**src/rtl/bsc_pkg.sv**
```systemverilog
package bsc_pkg;
  localparam int BSC_DW = 16;
  localparam int BSC_BW = BSC_DW / 2;

  typedef enum logic [2:0] {
    K_DATA = 3'd0,
    K_PULL = 3'd1,
    K_VEC  = 3'd2,
    K_COND = 3'd3,
    K_FREE = 3'd4
  } acc_kind_e;

  typedef enum logic [1:0] {
    RG_INT   = 2'd0,
    RG_EXT8  = 2'd1,
    RG_SLOW  = 2'd2,
    RG_EXT16 = 2'd3
  } region_e;

  typedef enum logic [1:0] {
    CAP_WORD = 2'd0,
    CAP_HI   = 2'd1,
    CAP_LO   = 2'd2
  } cap_mode_e;

  typedef enum logic [1:0] {
    S_IDLE = 2'd0,
    S_RUN  = 2'd1,
    S_FIN  = 2'd2
  } seq_state_e;

  typedef struct packed {
    logic split;
    logic word;
    logic write;
    logic no_strobe;
  } plan_flags_t;
endpackage

```
**src/rtl/bsc_planner.sv**
```systemverilog
module bsc_planner
  import bsc_pkg::*;
#(
  parameter int ADDR_W = 16,
  parameter int NUM_CS = 2,
  parameter int WAIT_W = 2,
  parameter int CS_W   = 1
) (
  input  logic [ADDR_W-1:0]        addr,
  input  logic                     word,
  input  logic                     write,
  input  logic [2:0]               kind,
  input  logic [1:0]               region,
  input  logic [CS_W-1:0]          cs_sel,
  input  logic                     cond_real,
  input  logic [NUM_CS*WAIT_W-1:0] cfg_waits,
  output plan_flags_t              flags,
  output logic [ADDR_W-1:0]        eff_addr,
  output logic [WAIT_W-1:0]        waits
);
  logic [WAIT_W-1:0] wtab [NUM_CS];
  logic [WAIT_W-1:0] cs_wait;
  logic is_vec, is_cond, quiet, word_eff, mis_ok;

  for (genvar g = 0; g < NUM_CS; g++) begin : g_wtab
    assign wtab[g] = cfg_waits[g*WAIT_W +: WAIT_W];
  end

  always_comb begin
    cs_wait = '0;
    for (int i = 0; i < NUM_CS; i++) begin
      if (cs_sel == CS_W'(i)) cs_wait = wtab[i];
    end
  end

  assign is_vec   = (kind == K_VEC);
  assign is_cond  = (kind == K_COND);
  assign quiet    = (kind == K_FREE) || (is_cond && !cond_real);
  assign word_eff = word || is_vec;
  assign mis_ok   = (region == RG_INT);
  assign eff_addr = is_vec ? {addr[ADDR_W-1:1], 1'b0} : addr;

  always_comb begin
    flags.no_strobe = quiet;
    flags.word      = word_eff;
    flags.write     = write && !is_vec;
    flags.split     = word_eff && !quiet && !is_cond &&
                      ((region == RG_EXT8) || (eff_addr[0] && !mis_ok));
  end

  assign waits = ((region == RG_SLOW) && !quiet) ? cs_wait : '0;
endmodule

```
**src/rtl/bsc_sequencer.sv**
```systemverilog
module bsc_sequencer
  import bsc_pkg::*;
#(
  parameter int ADDR_W = 16,
  parameter int WAIT_W = 2
) (
  input  logic              clk,
  input  logic              rst_n,
  input  logic              start,
  input  plan_flags_t       pf,
  input  logic [ADDR_W-1:0] eff_addr,
  input  logic [WAIT_W-1:0] waits,
  input  logic [BSC_DW-1:0] wdata,
  output logic              ready,
  output logic              mem_en,
  output logic              mem_we,
  output logic              mem_byte,
  output logic [ADDR_W-1:0] mem_addr,
  output logic [BSC_DW-1:0] mem_wdata,
  output logic              cap_en,
  output cap_mode_e         cap_mode,
  output logic              done
);
  seq_state_e        st;
  plan_flags_t       r_pf;
  logic [ADDR_W-1:0] r_addr;
  logic [WAIT_W-1:0] r_waits, wcnt;
  logic [BSC_DW-1:0] r_wdata;
  logic              piece, run, piece_end;
  logic [BSC_BW-1:0] lane_byte;

  assign run       = (st == S_RUN);
  assign piece_end = (wcnt == r_waits);

  always_ff @(posedge clk or negedge rst_n) begin
    if (!rst_n) begin
      st      <= S_IDLE;
      r_pf    <= '0;
      r_addr  <= '0;
      r_waits <= '0;
      r_wdata <= '0;
      piece   <= 1'b0;
      wcnt    <= '0;
    end else begin
      unique case (st)
        S_IDLE: if (start) begin
          r_pf    <= pf;
          r_addr  <= eff_addr;
          r_waits <= waits;
          r_wdata <= wdata;
          piece   <= 1'b0;
          wcnt    <= '0;
          st      <= S_RUN;
        end
        S_RUN: begin
          if (piece_end) begin
            if (r_pf.split && !piece) begin
              piece <= 1'b1;
              wcnt  <= '0;
            end else begin
              st <= S_FIN;
            end
          end else begin
            wcnt <= wcnt + 1'b1;
          end
        end
        S_FIN: st <= S_IDLE;
        default: st <= S_IDLE;
      endcase
    end
  end

  always_comb begin
    if (r_pf.split) lane_byte = piece ? r_wdata[BSC_BW-1:0] : r_wdata[BSC_DW-1:BSC_BW];
    else            lane_byte = r_wdata[BSC_BW-1:0];
  end

  assign ready     = (st == S_IDLE);
  assign done      = (st == S_FIN);
  assign mem_en    = run && !r_pf.no_strobe;
  assign mem_we    = run && r_pf.write && !r_pf.no_strobe;
  assign mem_byte  = r_pf.split || !r_pf.word;
  assign mem_addr  = r_addr + ADDR_W'(piece);
  assign mem_wdata = (r_pf.word && !r_pf.split) ? r_wdata : {{BSC_BW{1'b0}}, lane_byte};
  assign cap_en    = run && piece_end && !r_pf.write && !r_pf.no_strobe;

  always_comb begin
    if (!r_pf.split) cap_mode = r_pf.word ? CAP_WORD : CAP_LO;
    else             cap_mode = piece ? CAP_LO : CAP_HI;
  end

  assert_done_single_R9: assert property (@(posedge clk) disable iff (!rst_n)
    done |=> !done);

  assert_hold_in_wait_R5: assert property (@(posedge clk) disable iff (!rst_n)
    (mem_en && $past(mem_en) && ($past(wcnt) != $past(r_waits))) |-> $stable(mem_addr));

  assert_split_step_R3: assert property (@(posedge clk) disable iff (!rst_n)
    (run && $past(run) && piece && !$past(piece)) |-> (mem_addr == $past(mem_addr) + 1'b1));

  assert_idle_quiet_R1: assert property (@(posedge clk) disable iff (!rst_n)
    ready |-> (!mem_en && !done));
endmodule

```
**src/rtl/bsc_assembler.sv**
```systemverilog
module bsc_assembler
  import bsc_pkg::*;
(
  input  logic              clk,
  input  logic              rst_n,
  input  logic              clear,
  input  logic              cap_en,
  input  cap_mode_e         cap_mode,
  input  logic [BSC_DW-1:0] mem_rdata,
  output logic [BSC_DW-1:0] rdata
);
  always_ff @(posedge clk or negedge rst_n) begin
    if (!rst_n) begin
      rdata <= '0;
    end else if (clear) begin
      rdata <= '0;
    end else if (cap_en) begin
      unique case (cap_mode)
        CAP_WORD: rdata <= mem_rdata;
        CAP_HI:   rdata[BSC_DW-1:BSC_BW] <= mem_rdata[BSC_BW-1:0];
        CAP_LO:   rdata[BSC_BW-1:0] <= mem_rdata[BSC_BW-1:0];
        default:  rdata <= rdata;
      endcase
    end
  end
endmodule

```
**src/rtl/bus_stretch_ctrl.sv**
```systemverilog
module bus_stretch_ctrl
  import bsc_pkg::*;
#(
  parameter int ADDR_W = 16,
  parameter int NUM_CS = 2,
  parameter int WAIT_W = 2,
  localparam int CS_W  = (NUM_CS > 1) ? $clog2(NUM_CS) : 1
) (
  input  logic                     clk,
  input  logic                     rst_n,
  input  logic [NUM_CS*WAIT_W-1:0] cfg_waits,
  input  logic                     req_valid,
  output logic                     req_ready,
  input  logic [ADDR_W-1:0]        req_addr,
  input  logic                     req_word,
  input  logic                     req_write,
  input  logic [2:0]               req_kind,
  input  logic [1:0]               req_region,
  input  logic [CS_W-1:0]          req_cs,
  input  logic                     req_cond_real,
  input  logic [BSC_DW-1:0]        req_wdata,
  output logic                     mem_en,
  output logic                     mem_we,
  output logic                     mem_byte,
  output logic [ADDR_W-1:0]        mem_addr,
  output logic [BSC_DW-1:0]        mem_wdata,
  input  logic [BSC_DW-1:0]        mem_rdata,
  output logic                     done,
  output logic [BSC_DW-1:0]        rdata
);
  plan_flags_t       pf;
  logic [ADDR_W-1:0] eff_addr;
  logic [WAIT_W-1:0] waits;
  logic              accept, cap_en;
  cap_mode_e         cap_mode;

  assign accept = req_valid && req_ready;

  bsc_planner #(.ADDR_W(ADDR_W), .NUM_CS(NUM_CS), .WAIT_W(WAIT_W), .CS_W(CS_W)) u_plan (
    .addr(req_addr), .word(req_word), .write(req_write), .kind(req_kind),
    .region(req_region), .cs_sel(req_cs), .cond_real(req_cond_real),
    .cfg_waits(cfg_waits), .flags(pf), .eff_addr(eff_addr), .waits(waits)
  );

  bsc_sequencer #(.ADDR_W(ADDR_W), .WAIT_W(WAIT_W)) u_seq (
    .clk(clk), .rst_n(rst_n), .start(accept), .pf(pf), .eff_addr(eff_addr),
    .waits(waits), .wdata(req_wdata), .ready(req_ready), .mem_en(mem_en),
    .mem_we(mem_we), .mem_byte(mem_byte), .mem_addr(mem_addr),
    .mem_wdata(mem_wdata), .cap_en(cap_en), .cap_mode(cap_mode), .done(done)
  );

  bsc_assembler u_asm (
    .clk(clk), .rst_n(rst_n), .clear(accept), .cap_en(cap_en),
    .cap_mode(cap_mode), .mem_rdata(mem_rdata), .rdata(rdata)
  );

  assert_free_quiet_R7: assert property (@(posedge clk) disable iff (!rst_n)
    (accept && pf.no_strobe) |=> (!mem_en && $past(accept)));

  assert_accept_then_busy_R1: assert property (@(posedge clk) disable iff (!rst_n)
    accept |=> !req_ready);
endmodule

```
**config.mk**
```make
export PLATFORM = sky130hd
export DESIGN_NAME = bus_stretch_ctrl
export DESIGN_NICKNAME = d
export VERILOG_FILES = /design/src/rtl/bsc_pkg.sv /design/src/rtl/bsc_planner.sv /design/src/rtl/bsc_sequencer.sv /design/src/rtl/bsc_assembler.sv /design/src/rtl/bus_stretch_ctrl.sv
export SDC_FILE = /design/constraint.sdc
export NUM_CORES = 1
export LEC_CHECK = 0
export ABC_CLOCK_PERIOD_IN_PS = 1700
export BUFFER_PORTS_ARGS = -buffer_cell sky130_fd_sc_hd__buf_2
export CAP_MARGIN = 20
export CORE_ASPECT_RATIO = 1.5
export CORE_MARGIN = 2
export CORE_UTILIZATION = 49
export CTS_CLUSTER_DIAMETER = 60
export CTS_CLUSTER_SIZE = 16
export DETAILED_ROUTE_END_ITERATION = 6
export PLACE_DENSITY = 0.8
export SKIP_CTS_REPAIR_TIMING = 1
export SLEW_MARGIN = 20
export SYNTH_ARGS = -nofsm -noshare
export SYNTH_HDL_FRONTEND = slang
export SYNTH_SLANG_ARGS = --single-unit
export TNS_END_PERCENT = 10
```
**constraint.sdc**
```tcl
create_clock -name clk -period 1.7 [get_ports clk]
set_input_delay 0 -clock clk [delete_from_list [all_inputs] [get_ports clk]]
set_output_delay 0 -clock clk [all_outputs]
set_load 0.02 [all_outputs]
```
==> results.ini <==
[synthesis]
ys_ff_latch=59
synth_cell_types=40
yosys_warnings=0
synthFlopType=dfrtp_1
syn_nets=415
syn_area_per_cell_um2=8.86
yosysSeqAreaShare_pct=47.7
synth_edf_count=0
synthCells=349
async_flop_share_pct=100
synth_area_um2=3090

[clock_tree]
cts_root_buffer=clkbuf_8
cts_max_level=3
cts.sink_count=59
cts_tree=done
cts-buffers-inserted=9
clkTransAtPathRegs_ns=0.06
cts_buffer_depth=2
insertion_delay_ns=0.33

[grt]
grt_pass1_wl_mm=11.7
overflow=0
antenna_found_initial=0
grt_pass1_vias=2695
grt_max_degree=28
grt-busiest-layer=met2
grt.total_usage_pct=22.4
met3_usage_pct=6.00
grt.met2_usage_pct=37.2
met1_usage_pct=25.9

[sta]
tns_ns=-0.00516
slew_headroom_pct=68.4
rsz0062_at_grt=true
timing.hold.ws_ns=-0.0227
max_freq_mhz=586
fin_skew_ns=0.0129
drv_slew=0
setup_viol=1
hold_viol=1
worst_slew_pin_slew_ns=0.474
fin_crit_sh_pct=100
fin_ws_ns=-0.00516
min_period_ns=1.71

[setup_path]
critPathArrivalTime_ns=1.71
r2r_cells=5
critical_path_required_ns=1.70
path_class=reg2out
worst_setup_path_end_kind=output port
crit_fanout=15
r2r_end=u_asm.rdata[10]
reg2reg_slack_ns=0.08
worstSetupStartpointType=flip-flop
r2r_start=u_seq.st[1]

[placement]
dp_hpwl_mm=5.51
post_dp_cell_area_um2=3730
dpl.cell_count=531
io_buffers=116
place_ws_ns=-0.00349
gp_congestion=0.800

[die]
die_x_um=68.9
fp.dieH_um=101
rows=35
fp.coreArea_um2=6130
ioPinCount=117
dieArea_um2=6980
start_util_pct=50.4

[final_layout]
regArea_um2=1480
multiInputGateArea_um2=1520
layout_commonest_cell=nand2_1
layout_common_cells=136 x nand2_1, 110 x buf_2, 56 x dfrtp_1, 48 x dlygate4sd3_1, 21 x buf_4
drive_above_1_share_pct=34.8
syn_to_final_growth_pct=47.4
postLayoutCoreUtil_pct=74.3
num-fill-cells=449
final_cells=600
fin_nets=589
final_area_um2=4560
n_antenna_cell=0

[hold_path]
worst_hold_path_type=in2reg
min_delay_path_depth=3
hp-start=req_word
min_to=u_seq.r_pf[2]

[drt]
drtIter0Drc=141
wirelength_mm=9.15
vias=3126
drtAntennaViolNets=0
wl_per_cell_um=15.2
viasPerCell=5.21
dr.pass1.iters=5
drc=0

[power]
leakage_nw=2.38
power_mw=8.10
powerDensity_nw_per_um2=1780
ir_drop_mv=1.06

[status]
status=finished, violations left
violations=hold timing, setup timing

[run]
max_cap_viol_count=0

cell type report:
| class | count | share of cell area [%] |
|---|---|---|
| clock inverters | 2 | 0.769 |
| repair buffers | 182 | 27.3 |
| well taps | 74 | 2.03 |
| multi-input cells | 265 | 33.3 |
| inverters | 6 | 0.494 |
| flip-flops and latches | 59 | 32.5 |
| clock buffers | 12 | 3.62 |
state kept, by name (all words and copies together), names as in the netlist:
name	flops
u_seq.st	2
u_seq.wcnt	2
u_seq.r_addr	16
u_asm.rdata	16
u_seq.r_wdata	16
u_seq.r_pf	4
u_seq.r_waits	2
u_seq.piece	1
worst max-delay path by stage:
| stage | from | cells past startpoint | slack, ns | endpoint |
|---|---|---|---|---|
| 2_1_floorplan | u_seq.piece | 5 | 0.28 | mem_addr[8] |
| 3_3_place_gp | u_seq.st[1] | 3 | 0.14 | u_asm.rdata[15] |
| 3_5_place_dp | u_seq.st[1] | 3 | -0.003 | u_asm.rdata[10] |
| 4_1_cts | u_seq.piece | 6 | -0.23 | mem_addr[8] |
| 5_1_grt | u_seq.piece | 6 | -0.07 | mem_wdata[2] |
| 6_report | u_seq.piece | 6 | -0.005 | mem_wdata[2] |
cells in the mapped netlist, types with 3 or more instances:
master | instances | share of area (%)
o21ai_0 | 3 | 0.49
xnor2_1 | 16 | 4.5
nand2_1 | 137 | 17
o31ai_1 | 7 | 1.7
a22o_1 | 3 | 0.85
o21ai_2 | 8 | 2.3
nand3_1 | 17 | 2.8
nor2_1 | 6 | 0.73
nand2_2 | 8 | 1.6
nor3_1 | 4 | 0.65
and2_1 | 10 | 2.0
nor2b_1 | 3 | 0.61
mux2i_1 | 10 | 3.2
buf_2 | 9 | 1.5
buf_6 | 6 | 2.2
inv_1 | 6 | 0.73
dfrtp_1 | 59 | 48
xor2_1 | 3 | 0.85
o21ai_1 | 6 | 0.97
routing by layer:
layer	wire length, µm	part of all wire [%]
met3	424	4.6
met5	0	0
met2	5000	55
met4	338	3.7
met1	3390	37
where the power goes:
part / switching (mW) / internal, mW / leakage [nW]
clock: 0.521 / 0.779 / 0.104
combinational: 2.53 / 1.66 / 1.52
sequential: 0.546 / 2.06 / 0.752
total: 3.60 / 4.50 / 2.38
critical path, cell delays in order, from the launching register on:
cell and delay (ns):
dfrtp_1 0.44, buf_4 0.17, nor2b_4 0.18, buf_8 0.20, nand2_1 0.12, nand2_1 0.09
buf_2 0.18
logic make-up (layout without fill, tap and decap cells):
logic type / after synthesis / after routing / synth area share, %
XOR/XNOR: 19 / 19 / 5.38
multiplexers: 10 / 10 / 3.24
adder cells (fa/ha/maj): 2 / 2 / 0.809
flip-flops: 59 / 59 / 47.7
AO/OA/AOI/OAI: 34 / 34 / 8.13
AND/OR/NAND/NOR: 200 / 200 / 29.2
buffers and inverters: 25 / 202 / 5.54
Power figures use the tool's default switching activity.
